<file path="src/rtl/scanout_seq.sv">
module scanout_seq #(
  parameter int AW = 16,
  parameter int DW = 16,
  parameter int FD = 16,
  parameter int TW = 5,
  parameter int LW = $clog2(FD + 1)
) (
  input  logic          clk,
  input  logic          rst_n,
  input  logic          reg_we,
  input  logic [2:0]    reg_addr,
  input  logic [AW-1:0] reg_wdata,
  output logic          mem_req,
  output logic [AW-1:0] mem_addr,
  output logic [4:0]    mem_len,
  input  logic          mem_ack,
  input  logic          mem_rvalid,
  input  logic [DW-1:0] mem_rdata,
  output logic          pix_valid,
  output logic [DW-1:0] pix_data,
  input  logic          pix_ready,
  output logic [LW-1:0] fifo_level,
  input  logic          sync_err,
  output logic [4:0]    status,
  output logic          irq
);
  localparam int PW = $clog2(FD);

  typedef enum logic [1:0] {S_IDLE, S_WAIT, S_REQ, S_DATA} st_t;
  st_t state;

  logic          run, dual;
  logic [2:0]    bcode;
  logic [TW-1:0] thr;
  logic [4:0]    ien, st;
  logic [AW-1:0] wbase [2];
  logic [AW-1:0] wceil [2];
  logic          cur_buf;
  logic [AW-1:0] addr, ceil_a, len_r;
  logic [4:0]    rem;
  logic [DW-1:0] fifo_mem [FD];
  logic [PW-1:0] wp, rp;
  logic [LW-1:0] cnt;

  wire [AW-1:0] blen  = AW'(1) << bcode;
  wire [AW-1:0] span  = ceil_a - addr + AW'(1);
  wire [AW-1:0] len_n = (span < blen) ? span : blen;
  wire push      = (state == S_DATA) && mem_rvalid;
  wire pop       = pix_ready && (cnt != '0);
  wire last_w    = push && (rem == 5'd1);
  wire frame_end = last_w && (len_r == span);
  wire room      = (AW'(cnt) + len_n) <= AW'(FD);
  wire below     = AW'(cnt) <= AW'(thr);
  wire nb        = dual ? ~cur_buf : 1'b0;
  wire [4:0] clr  = (reg_we && reg_addr == 3'd5) ? reg_wdata[4:0] : 5'd0;
  wire [4:0] setv = {sync_err, pix_ready && (cnt == '0) && run, frame_end && !run,
                     frame_end && cur_buf, frame_end && !cur_buf};

  assign mem_req    = (state == S_REQ);
  assign mem_addr   = addr;
  assign mem_len    = len_r[4:0];
  assign pix_valid  = (cnt != '0);
  assign pix_data   = fifo_mem[rp];
  assign fifo_level = cnt;
  assign status     = st;
  assign irq        = |(st & ien);

  always_ff @(posedge clk or negedge rst_n) begin
    if (!rst_n) begin
      run <= 1'b0; dual <= 1'b0; bcode <= '0; thr <= TW'(FD);
      ien <= '0; st <= '0;
      wbase[0] <= '0; wbase[1] <= '0; wceil[0] <= '0; wceil[1] <= '0;
    end else begin
      st <= (st & ~clr) | setv;
      if (reg_we) begin
        case (reg_addr)
          3'd0: begin
            run  <= reg_wdata[0];
            dual <= reg_wdata[1];
            if (reg_wdata[6:4] <= 3'd4) bcode <= reg_wdata[6:4];
            thr  <= reg_wdata[8 +: TW];
          end
          3'd1: wbase[0] <= reg_wdata;
          3'd2: wceil[0] <= reg_wdata;
          3'd3: wbase[1] <= reg_wdata;
          3'd4: wceil[1] <= reg_wdata;
          3'd6: ien <= reg_wdata[4:0];
          default: ;
        endcase
      end
    end
  end

  always_ff @(posedge clk or negedge rst_n) begin
    if (!rst_n) begin
      state <= S_IDLE; cur_buf <= 1'b0; addr <= '0; ceil_a <= '0;
      len_r <= '0; rem <= '0; wp <= '0; rp <= '0; cnt <= '0;
    end else begin
      if (push) wp <= wp + 1'b1;
      if (pop)  rp <= rp + 1'b1;
      cnt <= cnt + LW'(push) - LW'(pop);
      case (state)
        S_IDLE: if (run) begin
          state <= S_WAIT; cur_buf <= 1'b0;
          addr <= wbase[0]; ceil_a <= wceil[0];
          wp <= '0; rp <= '0; cnt <= '0;
        end
        S_WAIT: if (below && room) begin
          len_r <= len_n; state <= S_REQ;
        end
        S_REQ: if (mem_ack) begin
          rem <= len_r[4:0]; state <= S_DATA;
        end
        S_DATA: if (last_w) begin
          if (frame_end) begin
            if (!run) state <= S_IDLE;
            else begin
              state <= S_WAIT; cur_buf <= nb;
              addr <= wbase[nb]; ceil_a <= wceil[nb];
            end
          end else begin
            addr <= addr + len_r; state <= S_WAIT;
          end
        end else if (push) rem <= rem - 5'd1;
        default: state <= S_IDLE;
      endcase
    end
  end

  always_ff @(posedge clk) if (push) fifo_mem[wp] <= mem_rdata;


  ceil_chk: assert property (@(posedge clk) disable iff (!rst_n)
    mem_req |-> ((AW+1)'(mem_addr) + (AW+1)'(mem_len) <= (AW+1)'(ceil_a) + (AW+1)'(1)));


  hold_chk: assert property (@(posedge clk) disable iff (!rst_n)
    (mem_req && !mem_ack) |=> (mem_req && $stable(mem_addr) && $stable(mem_len)));


  lvl_chk: assert property (@(posedge clk) disable iff (!rst_n)
    fifo_level <= LW'(FD));


  done_chk: assert property (@(posedge clk) disable iff (!rst_n)
    $rose(status[2]) |-> !$past(run));
endmodule

</file>
<file path="config.mk">
export PLATFORM = sky130hd
export DESIGN_NAME = scanout_seq
export DESIGN_NICKNAME = d
export VERILOG_FILES = /design/src/rtl/scanout_seq.sv
export SDC_FILE = /design/constraint.sdc
export NUM_CORES = 1
export LEC_CHECK = 0
export ABC_AREA = 1
export BUFFER_PORTS_ARGS = -buffer_cell sky130_fd_sc_hd__buf_2
export CAP_MARGIN = 10
export CORE_MARGIN = 5
export CORE_UTILIZATION = 56
export CTS_CLUSTER_DIAMETER = 60
export CTS_CLUSTER_SIZE = 40
export DETAILED_ROUTE_END_ITERATION = 8
export PLACE_DENSITY_LB_ADDON = 0.1
export RECOVER_POWER = 50
export SLEW_MARGIN = 0
export SYNTH_ARGS = -nofsm -noshare
export SYNTH_HDL_FRONTEND = slang
export SYNTH_SLANG_ARGS = --single-unit
</file>
<file path="constraint.sdc">
create_clock -name clk -period 4.7 [get_ports clk]
set_input_delay 0.235 -clock clk [delete_from_list [all_inputs] [get_ports clk]]
set_output_delay 0.235 -clock clk [all_outputs]
set_load 0.02 [all_outputs]
</file>
**Yosys cells after proc, flatten, opt, wreduce, memory -nomap -nowiden**

Memories as Yosys holds them, arrays and structs flattened.
Cells that the tools add are included.

- Register bits after elaboration: 153
- RAM bits: 256
- Input port bits: 42
- Output and inout bits: 50
- Memories kept: 1

Memories:

| name | depth | bits a word | read ports | clocked after Yosys merged registers in | wr ports | line | source |
|---|---|---|---|---|---|---|---|
| fifo_mem | 16 | 16 | 1 | 0 | 1 | 41 | `logic [DW-1:0] fifo_mem [FD];` |

- Add/sub/neg operators: 9
- Magnitude comparators: 5
- Equal/unequal tests: 20
- Shift operators: 1
- Muxes and demuxes: 45
- Bitwise logic cells: 6
- Reductions and logical operators: 32

Operators by type and width:

| cell | number |
|---|---|
| $mux W16 | 15 |
| $pmux W16 S2 | 2 |
| $mux W5 | 6 |
| $mux W4 | 6 |
| $add A16 B1 Y16 const B | 1 |
| $add A16 B16 Y16 | 1 |
| $add A5 B16 Y16 | 1 |
| $eq A16 B16 Y1 | 1 |
| $le A16 B5 Y1 const B | 1 |
| $lt A16 B16 Y1 | 1 |
| $shl A1 B3 Y16 const A | 1 |
| $sub A16 B16 Y16 | 1 |
| $ne A2 B2 Y1 const B | 7 |
| $reduce_and A2 Y1 | 7 |
| $reduce_and A4 Y1 | 3 |
| $logic_and A1 B1 Y1 | 11 |
| $and A5 B5 Y5 | 2 |
| $mux W2 | 5 |
| $pmux W5 S2 | 1 |
| $eq A3 B3 Y1 const B | 3 |
| $add A4 B1 Y4 const B | 2 |
| $mux W1 | 8 |
| $pmux W2 S4 | 1 |
| $eq A3 B2 Y1 const B | 2 |
| other kinds (26) | 29 |

**Logic depth before layout (Yosys ltp)**

- Depth in word-level cells: 10
- Depth in mapped cells: 37

**Worst setup path before layout**

OpenSTA, ideal clock, no wires.

- Path type: reg2reg
- From: register addr[1] (netlist: mem_addr[1])
- To: register len_r[4]
- Arrival time: 4.777 ns
- Data required time: 4.583 ns
- Slack: -0.193 ns
- Stages on the path, launching flop included: 35
- Buffers on the path: 2
- Clock period less this slack: 4.893 ns
- Path through: dfrtp_1 ha_1 inv_1 ha_1 fa_1 nand3_1 nand3_2 nand2_1 nand2_1 xor2_1 ha_1 nand4_1 nand2_1 nor2_2 nand3_1 buf_4 nor2_1 a21oi_1 ha_1 a21oi_1 and2_1 inv_1 a21oi_1 inv_1 a21oi_1 inv_1 nand3_1 nand3_2 nor2_1 nand3_1 nor2_2 buf_6 inv_2 nand2_1 nand2_1

- Word-level cells in the longest chain between the ends: 8

RTL lines:

| what | line | source |
|---|---|---|
| start: declaration | 39 | `logic [AW-1:0] addr, ceil_a, len_r;` |
| start signal: assignment | 105 | `addr <= wbase[0]; ceil_a <= wceil[0];` |
| start signal: assignment | 119 | `addr <= wbase[nb]; ceil_a <= wceil[nb];` |
| $sub A16 B16 Y16 (*) | 46 | `wire [AW-1:0] span = ceil_a - addr + AW'(1);` |
| $add A16 B1 Y16 (*) | 46 |  |
| $lt A16 B16 Y1 | 47 | `wire [AW-1:0] len_n = (span < blen) ? span : blen;` |
| $mux W16 (*) | 47 |  |
| named net len_n[2] | 47 |  |
| $add A5 B16 Y16 (*) | 52 | `wire room = (AW'(cnt) + len_n) <= AW'(FD);` |
| $le A16 B5 Y1 (*) | 52 |  |
| $logic_and A1 B1 Y1 (*) | 108 | `S_WAIT: if (below && room) begin` |
| $reduce_and A2 Y1 (no line) (*) | n/a |  |
| end signal: assignment | 97 | `len_r <= '0; rem <= '0; wp <= '0; rp <= '0; cnt <= '0;` |
| end signal: assignment | 109 | `len_r <= len_n; state <= S_REQ;` |
| end: declaration | 39 |  |

Mark *: on every way through the listed nets, which the timed path passes. The rest lies on a longest branch.
A chain may end at the register's enable or synchronous reset.

**Worst setup path in the final report**

Same ends and word-level chain as after synthesis.

==> reports/metrics.csv <==
metric;value;unit
status;finished, violations left;
worst-margin pin slew;3.639;ns
Reg2Reg Depth;32;
most instantiated cells after synthesis;351 x nand2_1, 256 x edfxtp_1, 228 x inv_1, 198 x o21ai_0, 153 x a21oi_1;
Main synth FF type;edfxtp_1;
Vias;14321;
Pint;8.630;mW
top-count cell post-synth;nand2_1;
crit share post-route;1.007;
RSZ-0062 raised after global routing;yes;
worst hold path cell count;3;
vias per cell;5.601;
clock network power share;0.180;
Detailed Route WL;49.97;mm
count of final setup violators;5;
initial antenna violation count;0;
maximum VDD drop;0.0005297;V
worst r2r dst;len_r[4];
failing checks;max-capacitance violations, max-slew violations, negative setup slack;
most used cell, CP;nand3_2;
sw frac;0.4350;
Synth cell types;52;
Arr. time, crit path;5.20;ns
number of clock sinks;409;
Ys Warns;0;
drt initial violations;941;
chip height;198.6;um
crit path launch type;register;
Skew-Pair Late Insertion Delay;0.58;ns
mapped cell area;19920;um^2
Reg power frac;0.312;
hpwl dp;33.19;mm
hold crit path type;input port to register;
Synth area leader;edfxtp_1;
Post-DRT Antenna Nets;0;
max_slew headroom;-1.426;
Final Wtd Congestion;0.9270;
FF-to-FF Start;mem_addr[1];
Nets;2196;
Static Leakage;9.867;nW
Hold Crit Endpoint;wbase[3];
R2R Setup Slk;-0.03;ns
Post-Syn Nets;2070;
CP required;5.16;ns
Gate Count Post-Synth;1947;
number of CTS-inserted buffers;30;
CTS root buf;clkbuf_16;
CTS tree;done;
drc violations;0;
post-synthesis sequential area ratio;0.5781;
Starting Density;0.5642;
Core ar.;35310;um^2
total gr overflow;0;
power per cell area;672.5;nW/um^2
DIE AREA;39450;um^2
crit-path max FO;5;
max cap viols;1;
share of the synthesized area in the top cell type;0.3859;
vias in the first global route;13925;
CTS Buffer Depth;3;
Fin. Hold Viols;0;
Ant. Diodes;0;
final setup margin;-0.03283;ns
largest net degree at the start of global routing;96;
asr flop ratio synth;0.3741;
Post-synth EDFFs;256;
synth-to-layout area growth;14.01;%
hold_sp;reg_wdata[3];
Syn Area/Cell;10.23;um^2
first-pass GRT wire length;76.36;mm
net switching power;6.644;mW
WS Path Type;register to register;
Synth area leaders;edfxtp_1 39%, dfrtp_1 19%, nand2_1 6.6%, o21ai_0 5.0%, ha_1 4.8%;
H-Tree Depth;1;
Die W;198.6;um
Slew Limit Fails;79;
FILL cells;2843;
critical path's slowest cell;dfrtp_2;
CP peak stage delay;0.43;ns
post-synthesis register bit count;409;
sum of negative setup slack;-0.05688;ns
crit path capture type;register;
Combinational Power Share;0.507;
total track usage;0.2474;
Final Critical Period;4.733;ns
Port Buffer Count;91;
share of layout cells above drive strength 1;0.1603;
clock-pin transition on the worst setup and hold timing paths;0.08;ns
drt pass-1 iters;5;
post-route clock skew;0.02004;ns
FP Rows;69;
post-DR wirelength/cell;19.54;um
fmax;211.3;MHz
IO Count;92;
dpl ws;-0.2899;ns
[power by group through the flow]
stage	logic [mW]	clock network, mW	registers [mW]
3_3_place_gp	6.97	0	4.82
4_1_cts	7.38	2.80	4.76
2_1_floorplan	5.00	0	4.68
3_5_place_dp	7.11	0	4.83
6_report	7.75	2.75	4.77
5_1_grt	8.58	2.94	4.82
[routing by layer]
metal  GRT usage  wire [um]
met1      0.3156      20170
met2      0.4420      25760
met3     0.02761       2197
met4     0.08409       1845
met5           0          0
[per-stage QoR]
stage	total power [mW]	util	instances	hold slack (ns)	area, um^2
after floorplan	9.681	-	1947	-0.06059	19940
after global placement	11.79	0.5986	2479	0.3235	21140
after detailed placement	11.95	0.5986	2479	0.3262	21140
after CTS	14.94	0.6368	2550	0.002122	22480
after global routing	16.33	0.6432	2557	0.03150	22710
final	15.27	0.6432	2557	0.01885	22710
[kinds of logic (layout without fill, tap and decap cells)]
group	Yosys count	after routing	synth area share
DFF	409	409	0.5781
AOI/OAI and AO/OA	449	449	0.1244
and+or+nand+nor	570	570	0.1216
adders and majority gates	81	81	0.05238
xor gates and xnor gates	27	27	0.01187
muxes	94	94	0.04911
buffers and inverters	317	466	0.06255
[placed cells by master, fill, tap and decap left out, types with 67 or more instances in the layout]
master and instances:
buf_2 67, nand2_1 339, o211ai_1 77, inv_1 222, dfrtp_1 149, o21ai_0 197
ha_1 69, a21oi_1 146, nor2_1 76, edfxtp_1 256
[worst max path at each step]
stage / startpoint / end / cells after the start
after floorplan: mem_addr[1] / len_r[4] / 34
after global placement: mem_addr[1] / len_r[4] / 31
after detailed placement: mem_addr[1] / len_r[4] / 34
after CTS: mem_addr[1] / len_r[4] / 32
after global routing: mem_addr[1] / len_r[4] / 33
final: mem_addr[1] / len_r[4] / 32
[critical path: cells and delay by family (launching register included)]
family                     cells  cell delay (ns)
buffers and inverters          6             0.52
DFF                            1             0.43
AOI/OAI and AO/OA              4             0.61
and+or+nand+nor               16             1.61
xor gates and xnor gates       1             0.16
adders and majority gates      5             1.28
[registers in the layout, indices dropped and copies added, names as in the netlist]
signal and cells:
rp 4, ien 5, cur_buf 1, dual 1
state 2, status 5, wp 4, mem_addr 16
wceil 32, wbase 32, ceil_a 16, thr 5
bcode 3, fifo_mem 256, run 1, len_r 16
fifo_level 5, rem 5
[final cells by class]
| type | count | area [um^2] | area share |
|---|---|---|---|
| clock buffer | 34 | 785.8 | 0.03459 |
| tap | 461 | 576.8 | 0.02540 |
| timing repair buffer | 176 | 1152 | 0.05074 |
| inverter | 235 | 887.1 | 0.03906 |
| clock inverter | 21 | 275.3 | 0.01212 |
| multi-input combinational | 1221 | 7512 | 0.3307 |
| sequential | 409 | 11520 | 0.5074 |
[what timing repair did]
action / in CTS / in global routing
cloned: 1 / 0
pin swaps: 23 / 31
setup buffers: 6 / 6
hold endpoints to repair: 93 / 0
setup endpoints to repair: 18 / 18
hold buffers: 9 / 0
gates resized for setup: 35 / 35
Note: power is estimated with default switching activity, not from simulation.
